### src/rtl/spi_stat_pkg.sv
package spi_stat_pkg;
  localparam int ST_W    = 8;
  localparam int ST_TE   = 0;
  localparam int ST_TDR  = 1;
  localparam int ST_TF   = 2;
  localparam int ST_RR   = 3;
  localparam int ST_RDR  = 4;
  localparam int ST_RF   = 5;
  localparam int ST_RO   = 6;
  localparam int ST_TC   = 7;

  localparam int RIDX_RXD  = 0;
  localparam int RIDX_TXD  = 1;
  localparam int RIDX_IEN  = 2;
  localparam int RIDX_STAT = 3;

  localparam logic [ST_W-1:0] W1C_BITS = ST_W'((1 << ST_RO) | (1 << ST_TC));
  localparam logic [31:0]     RX_EMPTY_MARK = 32'hDEADBEEF;
endpackage

### src/rtl/spi_stat_flags.sv
module spi_stat_flags
  import spi_stat_pkg::*;
#(
  parameter int FIFO_DEPTH = 64,
  parameter int CNT_W      = $clog2(FIFO_DEPTH + 1)
) (
  input  logic             clk,
  input  logic             rst_n,
  input  logic [CNT_W-1:0] tx_count,
  input  logic [CNT_W-1:0] rx_count,
  input  logic             rx_word_vld,
  input  logic             xfer_done,
  input  logic [ST_W-1:0]  clr_mask,
  output logic [ST_W-1:0]  status,
  output logic             rx_push,
  output logic             rx_empty
);
  localparam logic [CNT_W-1:0] FULL_LVL = CNT_W'(FIFO_DEPTH);

  logic tx_empty, tx_full, rx_full;
  logic ro_q, tc_q;

  assign tx_empty = (tx_count == '0);
  assign tx_full  = (tx_count == FULL_LVL);
  assign rx_empty = (rx_count == '0);
  assign rx_full  = (rx_count == FULL_LVL);

  // Arriving words are never back-pressured: accepted with room, else dropped.
  assign rx_push = rx_word_vld && !rx_full;

  // Sticky flags: a set event wins over a clear in the same cycle.
  always_ff @(posedge clk or negedge rst_n) begin
    if (!rst_n) begin
      ro_q <= 1'b0;
      tc_q <= 1'b0;
    end else begin
      if (rx_word_vld && rx_full) ro_q <= 1'b1;
      else if (clr_mask[ST_RO])   ro_q <= 1'b0;
      if (xfer_done)              tc_q <= 1'b1;
      else if (clr_mask[ST_TC])   tc_q <= 1'b0;
    end
  end

  always_comb begin
    status          = '0;
    status[ST_TE]   = tx_empty;
    status[ST_TDR]  = 1'b1;
    status[ST_TF]   = tx_full;
    status[ST_RR]   = !rx_empty;
    status[ST_RDR]  = 1'b0;
    status[ST_RF]   = rx_full;
    status[ST_RO]   = ro_q;
    status[ST_TC]   = tc_q;
  end
endmodule

### src/rtl/spi_stat_regs.sv
module spi_stat_regs
  import spi_stat_pkg::*;
#(
  parameter int ADDR_W = 3,
  parameter int DATA_W = 32
) (
  input  logic              clk,
  input  logic              rst_n,
  input  logic              ctrl_en,
  input  logic              reg_wr,
  input  logic              reg_rd,
  input  logic [ADDR_W-1:0] reg_addr,
  input  logic [DATA_W-1:0] reg_wdata,
  input  logic [ST_W-1:0]   status,
  input  logic              rx_empty,
  input  logic [DATA_W-1:0] rx_head,
  output logic [DATA_W-1:0] reg_rdata,
  output logic              rx_pop,
  output logic [ST_W-1:0]   clr_mask,
  output logic [ST_W-1:0]   ien
);
  logic hit_rxd, hit_txd, hit_ien, hit_stat;
  logic [DATA_W-1:0] rd_next, rdata_q;
  logic [ST_W-1:0]   ien_q;
  logic              unused_wdata_hi;

  assign hit_rxd  = (reg_addr == ADDR_W'(RIDX_RXD));
  assign hit_txd  = (reg_addr == ADDR_W'(RIDX_TXD));
  assign hit_ien  = (reg_addr == ADDR_W'(RIDX_IEN));
  assign hit_stat = (reg_addr == ADDR_W'(RIDX_STAT));
  assign unused_wdata_hi = ^reg_wdata[DATA_W-1:ST_W];

  assign clr_mask = (reg_wr && hit_stat) ? (reg_wdata[ST_W-1:0] & W1C_BITS) : '0;
  assign rx_pop   = reg_rd && hit_rxd && ctrl_en && !rx_empty;

  always_ff @(posedge clk or negedge rst_n) begin
    if (!rst_n)                 ien_q <= '0;
    else if (reg_wr && hit_ien) ien_q <= reg_wdata[ST_W-1:0];
  end

  always_comb begin
    rd_next = '0;
    if (hit_rxd) begin
      if (!ctrl_en)      rd_next = '0;
      else if (rx_empty) rd_next = DATA_W'(RX_EMPTY_MARK);
      else               rd_next = rx_head;
    end else if (hit_txd) begin
      rd_next = '0;
    end else if (hit_ien) begin
      rd_next = DATA_W'(ien_q);
    end else if (hit_stat) begin
      rd_next = DATA_W'(status);
    end
  end

  always_ff @(posedge clk or negedge rst_n) begin
    if (!rst_n)      rdata_q <= '0;
    else if (reg_rd) rdata_q <= rd_next;
  end

  assign reg_rdata = rdata_q;
  assign ien       = ien_q;
endmodule

### src/rtl/spi_stat_irq_unit.sv
module spi_stat_irq_unit
  import spi_stat_pkg::*;
#(
  parameter int FIFO_DEPTH = 64,
  parameter int ADDR_W     = 3,
  parameter int DATA_W     = 32,
  parameter int CNT_W      = $clog2(FIFO_DEPTH + 1)
) (
  input  logic              clk,
  input  logic              rst_n,
  input  logic              ctrl_en,
  input  logic [CNT_W-1:0]  tx_count,
  input  logic [CNT_W-1:0]  rx_count,
  input  logic              rx_word_vld,
  output logic              rx_push,
  input  logic [DATA_W-1:0] rx_head,
  output logic              rx_pop,
  input  logic              xfer_done,
  input  logic              reg_wr,
  input  logic              reg_rd,
  input  logic [ADDR_W-1:0] reg_addr,
  input  logic [DATA_W-1:0] reg_wdata,
  output logic [DATA_W-1:0] reg_rdata,
  output logic              irq
);
  logic [ST_W-1:0] status_w, clr_w, ien_w;
  logic            rx_empty_w;

  spi_stat_flags #(.FIFO_DEPTH(FIFO_DEPTH), .CNT_W(CNT_W)) u_flags (
    .clk(clk), .rst_n(rst_n), .tx_count(tx_count), .rx_count(rx_count),
    .rx_word_vld(rx_word_vld), .xfer_done(xfer_done), .clr_mask(clr_w),
    .status(status_w), .rx_push(rx_push), .rx_empty(rx_empty_w)
  );

  spi_stat_regs #(.ADDR_W(ADDR_W), .DATA_W(DATA_W)) u_regs (
    .clk(clk), .rst_n(rst_n), .ctrl_en(ctrl_en), .reg_wr(reg_wr),
    .reg_rd(reg_rd), .reg_addr(reg_addr), .reg_wdata(reg_wdata),
    .status(status_w), .rx_empty(rx_empty_w), .rx_head(rx_head),
    .reg_rdata(reg_rdata), .rx_pop(rx_pop), .clr_mask(clr_w), .ien(ien_w)
  );

  assign irq = |(status_w & ien_w);
endmodule

### config.mk
export PLATFORM = sky130hd
export DESIGN_NAME = spi_stat_irq_unit
export DESIGN_NICKNAME = d
export VERILOG_FILES = /design/src/rtl/spi_stat_pkg.sv /design/src/rtl/spi_stat_flags.sv /design/src/rtl/spi_stat_regs.sv /design/src/rtl/spi_stat_irq_unit.sv
export SDC_FILE = /design/constraint.sdc
export NUM_CORES = 1
export LEC_CHECK = 0
export CAP_MARGIN = 20
export CELL_PAD_IN_SITES_DETAIL_PLACEMENT = 1
export CELL_PAD_IN_SITES_GLOBAL_PLACEMENT = 2
export CORE_MARGIN = 2
export CORE_UTILIZATION = 25
export DETAILED_ROUTE_END_ITERATION = 8
export DONT_BUFFER_PORTS = 1
export PLACE_DENSITY_LB_ADDON = 0.25
export SLEW_MARGIN = 20
export SYNTH_ARGS = -nofsm -noshare
export SYNTH_HDL_FRONTEND = slang
export SYNTH_SLANG_ARGS = --single-unit
### constraint.sdc
create_clock -name clk -period 1.2 [get_ports clk]
set_input_delay 0.12 -clock clk [delete_from_list [all_inputs] [get_ports clk]]
set_output_delay 0.12 -clock clk [all_outputs]
set_load 0.1 [all_outputs]
==> results of run 1 <==
## path summary, 6_finish.rpt
| kind | from | slack, ns | depth (start not counted) | to |
|---|---|---|---|---|
| max in group asynchronous | rst_n | 0.66 | 2 | u_regs.reg_rdata[2] |
| min in group asynchronous | rst_n | 0.32 | 2 | u_regs.reg_rdata[7] |
| min reg2reg | u_regs.reg_rdata[21] | 0.49 | 1 | u_regs.reg_rdata[21] |
| max | u_regs.ien[7] | -0.39 | 4 | irq |
| max reg2reg | u_regs.ien[7] | 0.12 | 4 | u_regs.reg_rdata[7] |
| min | rx_head[23] | 0.009 | 2 | u_regs.reg_rdata[23] |
## per-layer routing
layer  track usage, %  up-vias
met5                0        -
met4            3.431        0
met3            5.045        6
met2            27.90       69
met1            18.32      893
li1                 -      819
## layout make-up
class	count	area [sq um]	share of cell area [%]
Tap cell	102	127.6	4.136
Clock inverter	1	30.03	0.9732
Timing Repair Buffer	83	863.3	27.98
Sequential cell	42	1057	34.27
Inverter	3	11.26	0.3650
Multi-Input combinational cell	112	919.6	29.81
Clock buffer	7	76.32	2.474
## power groups by stage
stage	Sequential [mW]	Clock, mW	Combinational (mW)
finish	1.60	1.10	1.05
floorplan	1.91	0	0.354
detailed placement	1.63	0	0.919
global placement	1.62	0	0.901
CTS	1.61	1.15	1.04
global route	1.62	1.21	1.10
## registers in the layout, summed over array words and instances, names as in the netlist
| signal | cells |
|---|---|
| u_flags.tc_q | 1 |
| u_regs.ien | 8 |
| u_regs.reg_rdata | 32 |
| u_flags.ro_q | 1 |
## per-stage QoR
| stage | util [%] | hold WS, ns |
|---|---|---|
| finish | 40.14 | 0.008722 |
| global route | 40.14 | 0.005075 |
| CTS | 39.78 | 0.002543 |
| detailed placement | 34.39 | -0.1739 |
| global placement | 34.39 | -0.1744 |
| floorplan | - | -0.1756 |
## worst max-delay path: stages (launching register included)
cell and delay, ns:
dfrtp_1 0.40, a221oi_2 0.32, buf_4 0.17, o221ai_4 0.10
buf_12 0.19
## cells in the final DEF (no fill, tap or decap), types with 4 or more instances in the layout
cell            n
dfrtp_2         5
nand2_1         5
buf_4          42
dfrtp_1        37
a211oi_1        4
clkbuf_8        5
dlygate4sd3_1  28
o2bb2ai_1      17
o32ai_1         4
a32o_1          7
a21oi_1        20
mux2_2          8
nor2_1          9
buf_12         12
## kinds of logic after synthesis
kind of cell,count (synthesis)
and+or+nand+nor,34
DFF,42
buffers and inverters,17
muxes,11
AOI/OAI and AO/OA,67
## timing repair
item,in CTS,in global routing
resized for setup,4,0
hold buffers,27,2
endpoints found under the hold margin,68,2
setup buffers,0,1
pin swaps,4,1
setup endpoints to repair,3,2
==> flow_metrics.tcl, run 1 <==
set metrics [dict create \
    clockRootBuffer "clkbuf_8" \
    ys_seq_area_share_pct 53.20 \
    die_h_microns 92.90 \
    start_util_pct 25.70 \
    via_count 1787 \
    period_share_pct 132.1 \
    status "finished with violations" \
    first_iter_violations 61 \
    dp_hpwl_mm 4.954 \
    maxSlewHeadroom_pct 66.76 \
    synth_simple_gate_area_share_pct 10.83 \
    swShare_pct 31.80 \
    synth_area_sq_mm 0.001976 \
    cts-buffers-inserted 5 \
    peakVddDrop_uv 711.9 \
    placed_area_sq_mm 0.002644 \
    synth.most_common_cell "dfrtp_1" \
    yosys.area_share.adder_pct 0 \
    power_mw 3.746 \
    fmax_mhz 630.6 \
    worst_slew_pin_slew_ns 0.4971 \
    nFillCells 836 \
    dr.pass1.iters 5 \
    rsz0062_at_grt "yes" \
    async_reset_ff_share_pct 100.0 \
    core_sq_mm 0.007687 \
    synth_compound_gate_area_share_pct 25.65 \
    ys_seq_elements 42 \
    clk_latency_ns 0.29 \
    final_antenna_net_count 0 \
    setup_viol 1 \
    startpoint_type "register" \
    syn_to_final_growth_pct 56.17 \
    fin_skew_ns 0.004932 \
    fin_crit_ns 1.586 \
    dp.cells 312 \
    diodes 0 \
    gp_congestion 0.8301 \
    worstPathRequired_ns 1.08 \
    p_leak_nw 1.298 \
    viasPerCell 5.106 \
    drv_cap 0 \
    critPathKind "reg -> out" \
    synth_edf_count 0 \
    drive_gt1_share_pct 35.48 \
    maxSlewViolCount 0 \
    hold_path.class "in -> reg" \
    wl_met2_mm 3.408 \
    synth-main-ff-cell "dfrtp_1" \
    finalHoldViolations 0 \
    synth_xor_area_share_pct 0 \
    io_pins 123 \
    power_density_mw_per_mm2 1214 \
    design_area_sq_mm 0.003085 \
    path_max_fanout 2 \
    top_layer "met4" \
    clkPwrFrac_pct 29.2 \
    synth_common_cells "dfrtp_1 (42), a21oi_1 (20), o2bb2ai_1 (17), nor2_1 (11), mux2_2 (8)" \
    seqPwrFrac_pct 42.8 \
    synth_top_area_share_pct 53.20 \
    overflow 0 \
    pre_cts_slack_ns -0.2718 \
    timing.final.ws_setup_ns -0.3857 \
    synth_mux_area_share_pct 6.080 \
    grt_util_all_layers_pct 15.66 \
    wirelength_mm 6.513 \
    ys_warn_count 0 \
    grt_pass1_vias 2007 \
    synth.lib_cells_used.distinct 36 \
    grt_pass1_wl_mm 10.55 \
    floorplan.die_area_sq_mm 0.008629 \
    cp.arrival_ns 1.47 \
    synth_fp_nets 259 \
    comb_power_share_pct 27.9 \
    tns_ns -0.3857 \
    cts_tree "done" \
    clk_path_buf_depth 2 \
    violations "negative setup slack" \
    final_nets 335 \
    synth_top_family_by_area "compound AO/OA/AOI/OAI gates" \
    cp-end-kind "output port" \
    cts_sinks 42 \
    avgSynthCellArea_sq_um 11.55 \
    syn_inst 171 \
    drc_errors 0 \
    port_buffers 0 \
    wire_per_inst_microns 18.61 \
    routed-wl-met3_microns 425 \
    wl_met1_mm 2.615 \
    netSwitchingPower_mw 1.191 \
    path_clk_slew_ns 0.08 \
    htree_levels 2 \
    yosys.area.top_type "dfrtp_1" \
    num_rows 32 \
    grt_max_degree 43 \
    antenna_found_initial 0 \
    internal-power_mw 2.555 \
    die_w_microns 92.90 \
    fin_cells 350 \
    synth_area_leaders "dfrtp_1 (53%), o2bb2ai_1 (7.5%), a21oi_1 (5.1%)" \
]
No activity file was read; power rests on OpenSTA's default activity.
==> run 2, diff against run 1 <==
==> constraint.sdc (replaced) <==
create_clock -name clk -period 1.95 [get_ports clk]
set_input_delay 0.195 -clock clk [delete_from_list [all_inputs] [get_ports clk]]
set_output_delay 0.195 -clock clk [all_outputs]
set_load 0.1 [all_outputs]
==> run 2 against run 1 <==
Sequential power fell by 38%. Global-route usage fell by 1.5 points. Utilization fell by 7.9 points. Critical path depth fell by 1. First-iteration DRC count fell by 36%. Combinational power fell by 53%. Cell count fell by 13%. Critical endpoint unchanged. Sequential share of layout area rose by 8.1 points. The run now ends clean. Die area did not move. Via count fell by 9.8%. Clock skew rose by 0.0065 ns. Sequential cell count did not move.
==> flow_metrics.tcl, run 2 (synthesized netlist as in run 1, its figures left out) <==
set metrics [dict create \
    final_core_util_pct 32.26 \
    final_antenna_net_count 0 \
    cts_tree "done" \
    power_mw 2.167 \
    setup_viol 0 \
    diodes 0 \
    antenna_found_initial 0 \
    path_clk_slew_ns 0.09 \
    drv_cap 0 \
    htree_levels 2 \
    die_h_microns 92.90 \
    dp_hpwl_mm 4.619 \
    worstPathRequired_ns 1.75 \
    largest_register_ffs 32 \
    worst_slew_pin_slew_ns 0.9243 \
    design_area_sq_mm 0.002480 \
    floorplan.die_area_sq_mm 0.008629 \
    final_common_cell "dfrtp_1" \
    fmax_mhz 585.0 \
    peakVddDrop_uv 327.9 \
    clk_path_buf_depth 2 \
    dr.pass1.iters 4 \
    startpoint_type "register" \
    cts-buffers-inserted 5 \
    num_rows 32 \
    start_util_pct 25.70 \
    die_w_microns 92.90 \
    p_leak_nw 1.051 \
    wire_per_inst_microns 20.04 \
    finalHoldViolations 0 \
    layout_common_cells "dfrtp_1 (42), buf_4 (30), a21oi_1 (20)" \
    hold_path.class "in -> reg" \
    drc_errors 0 \
    fin_skew_ns 0.01145 \
    via_count 1612 \
    cp-end-kind "output port" \
    drive_gt1_share_pct 27.86 \
    wirelength_mm 6.071 \
    grt_pass1_vias 1751 \
    core_sq_mm 0.007687 \
    maxSlewHeadroom_pct 38.38 \
    cts_sinks 42 \
    placed_area_sq_mm 0.002316 \
    status "complete, no violations" \
    io_pins 123 \
    path_max_fanout 3 \
    first_iter_violations 39 \
    gp_congestion 0.7391 \
    maxSlewViolCount 0 \
    rsz0062_at_grt "no" \
    viasPerCell 5.320 \
    syn_to_final_growth_pct 25.52 \
    nFillCells 874 \
    grt_max_degree 43 \
    hold_slack_ns 0.03260 \
    overflow 0 \
    port_buffers 0 \
    grt_pass1_wl_mm 9.473 \
    cp.arrival_ns 1.51 \
    tns_ns 0 \
    critPathKind "reg -> out" \
    period_share_pct 87.66 \
    grt_util_all_layers_pct 14.11 \
    final_nets 288 \
    fin_crit_ns 1.709 \
    clockRootBuffer "clkbuf_8" \
    clk_latency_ns 0.29 \
    power_density_mw_per_mm2 873.6 \
]
## run 2: cell count changes in the layout (fill, tap and decap cells not counted), moves of 2 or more
cell and delta:
dfrtp_1 +5, nor2_4 -2, dlygate4sd3_1 -25, buf_4 -12, buf_12 -10, dfrtp_2 -5
## run 2: what timing repair did
action / in CTS / in global routing
hold endpoints to repair: 44 / 0
hold buffers: 4 / 0
setup buffers: 0 / 0
resized for setup: 0 / 0
## run 2: stage by stage
stage	cells	setup slack, ns
floorplan	171	0.1114
global placement	291	0.3074
detailed placement	291	0.2989
CTS	303	0.2330
global route	303	0.1570
finish	303	0.2406
## run 2: routing by layer
| metal | routed length, microns | vias up | share of wire (%) | GRT usage, % |
|---|---|---|---|---|
| met2 | 2973 | 66 | 49 | 23.91 |
| met1 | 2482 | 816 | 41 | 16.53 |
| met3 | 524 | 8 | 8.6 | 5.614 |
| met4 | 91 | 0 | 1.5 | 3.922 |
| li1 | - | 722 | - | - |
| met5 | 0 | - | 0 | 0 |
## run 2: report_power, final
| part | total, mW | internal (mW) | switching (mW) |
|---|---|---|---|
| Clock | 0.678 | 0.383 | 0.295 |
| Combinational | 0.492 | 0.153 | 0.340 |
| Sequential | 0.996 | 0.934 | 0.0625 |
## run 2: area by class of cell
class	count	area (sq um)	area share [%]
multi-input combinational	112	860.8	34.71
sequential	42	1051	42.38
inverter	3	11.26	0.4541
tap	102	127.6	5.146
clock buffer	7	76.32	3.078
clock inverter	1	30.03	1.211
timing repair buffer	36	322.8	13.02
## run 2: worst max-delay path, cell delays in order (launching register included)
cell and delay, ns:
dfrtp_1 0.40, a221oi_1 0.42, o221ai_2 0.20, buf_12 0.20
## run 2: path summary, 6_finish.rpt
path                                       from                    to  slack, ns  cells after the start
min in group asynchronous                 rst_n  u_regs.reg_rdata[11]       0.43                      2
setup reg to reg           u_regs.reg_rdata[24]  u_regs.reg_rdata[24]       0.70                      1
hold / removal                      rx_word_vld          u_flags.ro_q       0.03                      1
setup / recovery                  u_regs.ien[7]                   irq       0.24                      3
max in group asynchronous                 rst_n   u_regs.reg_rdata[2]       1.32                      2
hold reg to reg            u_regs.reg_rdata[27]  u_regs.reg_rdata[27]       0.49                      1
==> run 3, diff against run 2 <==
--- a/config.mk
+++ b/config.mk
@@ -13,7 +13,6 @@
 export DETAILED_ROUTE_END_ITERATION = 8
 export DONT_BUFFER_PORTS = 1
 export PLACE_DENSITY_LB_ADDON = 0.25
-export SLEW_MARGIN = 20
 export SYNTH_ARGS = -nofsm -noshare
 export SYNTH_HDL_FRONTEND = slang
 export SYNTH_SLANG_ARGS = --single-unit
==> constraint.sdc (replaced) <==
create_clock -name clk -period 1.6 [get_ports clk]
set_input_delay 0.16 -clock clk [delete_from_list [all_inputs] [get_ports clk]]
set_output_delay 0.16 -clock clk [all_outputs]
set_load 0.1 [all_outputs]
==> run 3 against run 2 <==
Worst hold slack got worse by 0.021 ns. Total power increased by 17%. Via count increased by 2.0%. Global-route usage increased by 0.24 points. Sequential power increased by 19%. Clock-buffer cell count decreased by 1. Clock power increased by 4.9%. Clock skew decreased by 0.0070 ns. Critical endpoint unchanged. Largest power group unchanged. Highest routed layer unchanged.
==> flow_metrics.tcl, run 3 (synthesized netlist as in run 1, its figures left out) <==
set metrics [dict create \
    maxSlewViolCount 0 \
    dr.pass1.iters 4 \
    clk_latency_ns 0.29 \
    netSwitchingPower_uw 855.9 \
    seqPwrFrac_pct 46.9 \
    port_buffers 0 \
    final_nets 303 \
    critPathKind "reg -> out" \
    cp-end-kind "output port" \
    core_sq_mm 0.007687 \
    largest_register_ffs 32 \
    status "complete, no violations" \
    grt_util_all_layers_pct 14.35 \
    diodes 0 \
    num_rows 32 \
    htree_levels 2 \
    start_util_pct 25.70 \
    syn_to_final_growth_pct 32.11 \
    clk_path_buf_depth 2 \
    path_cells "a221oi_2 > o221ai_2 > buf_12" \
    rsz0062_at_grt "yes" \
    power_density_mw_per_mm2 975.0 \
    cts_sinks 42 \
    maxSlewHeadroom_pct 64.02 \
    cts-buffers-inserted 5 \
    die_h_microns 92.90 \
    floorplan.die_area_sq_mm 0.008629 \
    clkPwrFrac_pct 27.9 \
    clockRootBuffer "clkbuf_8" \
    slowest_delay_ns 0.41 \
    r2r_slack_ns 0.64 \
    dp_hpwl_mm 4.642 \
    overflow 0 \
    grt_max_degree 43 \
    comb_power_share_pct 25.1 \
    io_pins 123 \
    fmax_mhz 648.2 \
    fin_crit_ns 1.543 \
    finalHoldViolations 0 \
    grt_pass1_vias 1747 \
    final_antenna_net_count 0 \
    wirelength_mm 6.073 \
    cp.arrival_ns 1.38 \
    drive_gt1_share_pct 31.94 \
    path_clk_slew_ns 0.08 \
    wire_per_inst_microns 19.10 \
    p_leak_nw 1.121 \
    peakVddDrop_uv 359.4 \
    die_w_microns 92.90 \
    setup_viol 0 \
    viasPerCell 5.173 \
    final_common_cell "dfrtp_1" \
    worst_slew_pin_slew_ns 0.5348 \
    drc_errors 0 \
    antenna_found_initial 0 \
    first_iter_violations 24 \
    slowest_stage "dfrtp_1" \
    drv_cap 0 \
    cts_tree "done" \
    internal-power_mw 1.689 \
    period_share_pct 96.42 \
    timing.final.ws_setup_ns 0.05722 \
    worstPathRequired_ns 1.44 \
    grt_pass1_wl_mm 9.473 \
    hold_slack_ns 0.01188 \
    pre_cts_slack_ns 0.06052 \
    path_max_fanout 3 \
    hold_path.class "in -> reg" \
    swShare_pct 33.63 \
    startpoint_type "register" \
    gp_congestion 0.7683 \
    fin_skew_ns 0.004489 \
    layout_common_cells "dfrtp_1 (42), buf_4 (39), a21oi_1 (20)" \
    via_count 1645 \
]
## run 3: through the flow
stage | utilization [%] | std cells | power (mW) | setup TNS [ns] | area [sq um]
after CTS | 33.46 | 314 | 2.588 | 0 | 2572
after global routing | 33.95 | 318 | 2.675 | -0.03458 | 2610
after global placement | 31.23 | 300 | 1.801 | 0 | 2401
after detailed placement | 31.23 | 300 | 1.814 | 0 | 2401
after floorplan | - | 171 | 1.671 | -0.1686 | 1992
final | 33.95 | 318 | 2.545 | 0 | 2610
## run 3: timing repair
action / 4_1_cts / 5_1_grt
resized for setup: 1 / 0
buffers inserted: 0 / 1
setup endpoints to repair: 1 / 1
hold endpoints to repair: 46 / 3
hold buffers: 6 / 3
pin swaps: 0 / 1
## run 3: power by group through the flow
stage	Sequential, mW	Combinational (mW)	Clock, mW
detailed placement	1.21	0.599	0
global route	1.21	0.678	0.790
floorplan	1.43	0.245	0
finish	1.19	0.640	0.711
CTS	1.20	0.642	0.750
global placement	1.21	0.592	0
## run 3: cell type report
type / instances / area, sq um
tap: 102 / 127.6
timing repair buffer: 51 / 452.9
clock buffer: 6 / 82.58
fill: 868 / 5077
multi-input combinational: 112 / 872.1
sequential: 42 / 1051
clock inverter: 2 / 12.51
inverter: 3 / 11.26
## run 3: worst paths after layout
check | start | to | cells after the start
min in group asynchronous | rst_n | u_regs.reg_rdata[16] | 2
hold reg to reg | u_regs.reg_rdata[21] | u_regs.reg_rdata[21] | 1
setup / recovery | u_flags.tc_q | irq | 3
hold / removal | reg_wdata[5] | u_regs.ien[5] | 1
max in group asynchronous | rst_n | u_regs.ien[3] | 2
setup reg to reg | u_regs.ien[2] | u_regs.reg_rdata[2] | 3
## run 3: routing by layer
layer	up-vias	wire [microns]	global-route usage [%]
met4	0	60	4.167
li1	748	-	-
met5	-	0	0
met1	826	2340	15.80
met3	4	535	5.858
met2	67	3137	25.30
## run 3: critical path, delay by kind of cell, from the launching register on
kind / cells / cell delay, ns
AOI/OAI and AO/OA: 2 / 0.49
DFF: 1 / 0.41
buffers and inverters: 1 / 0.19
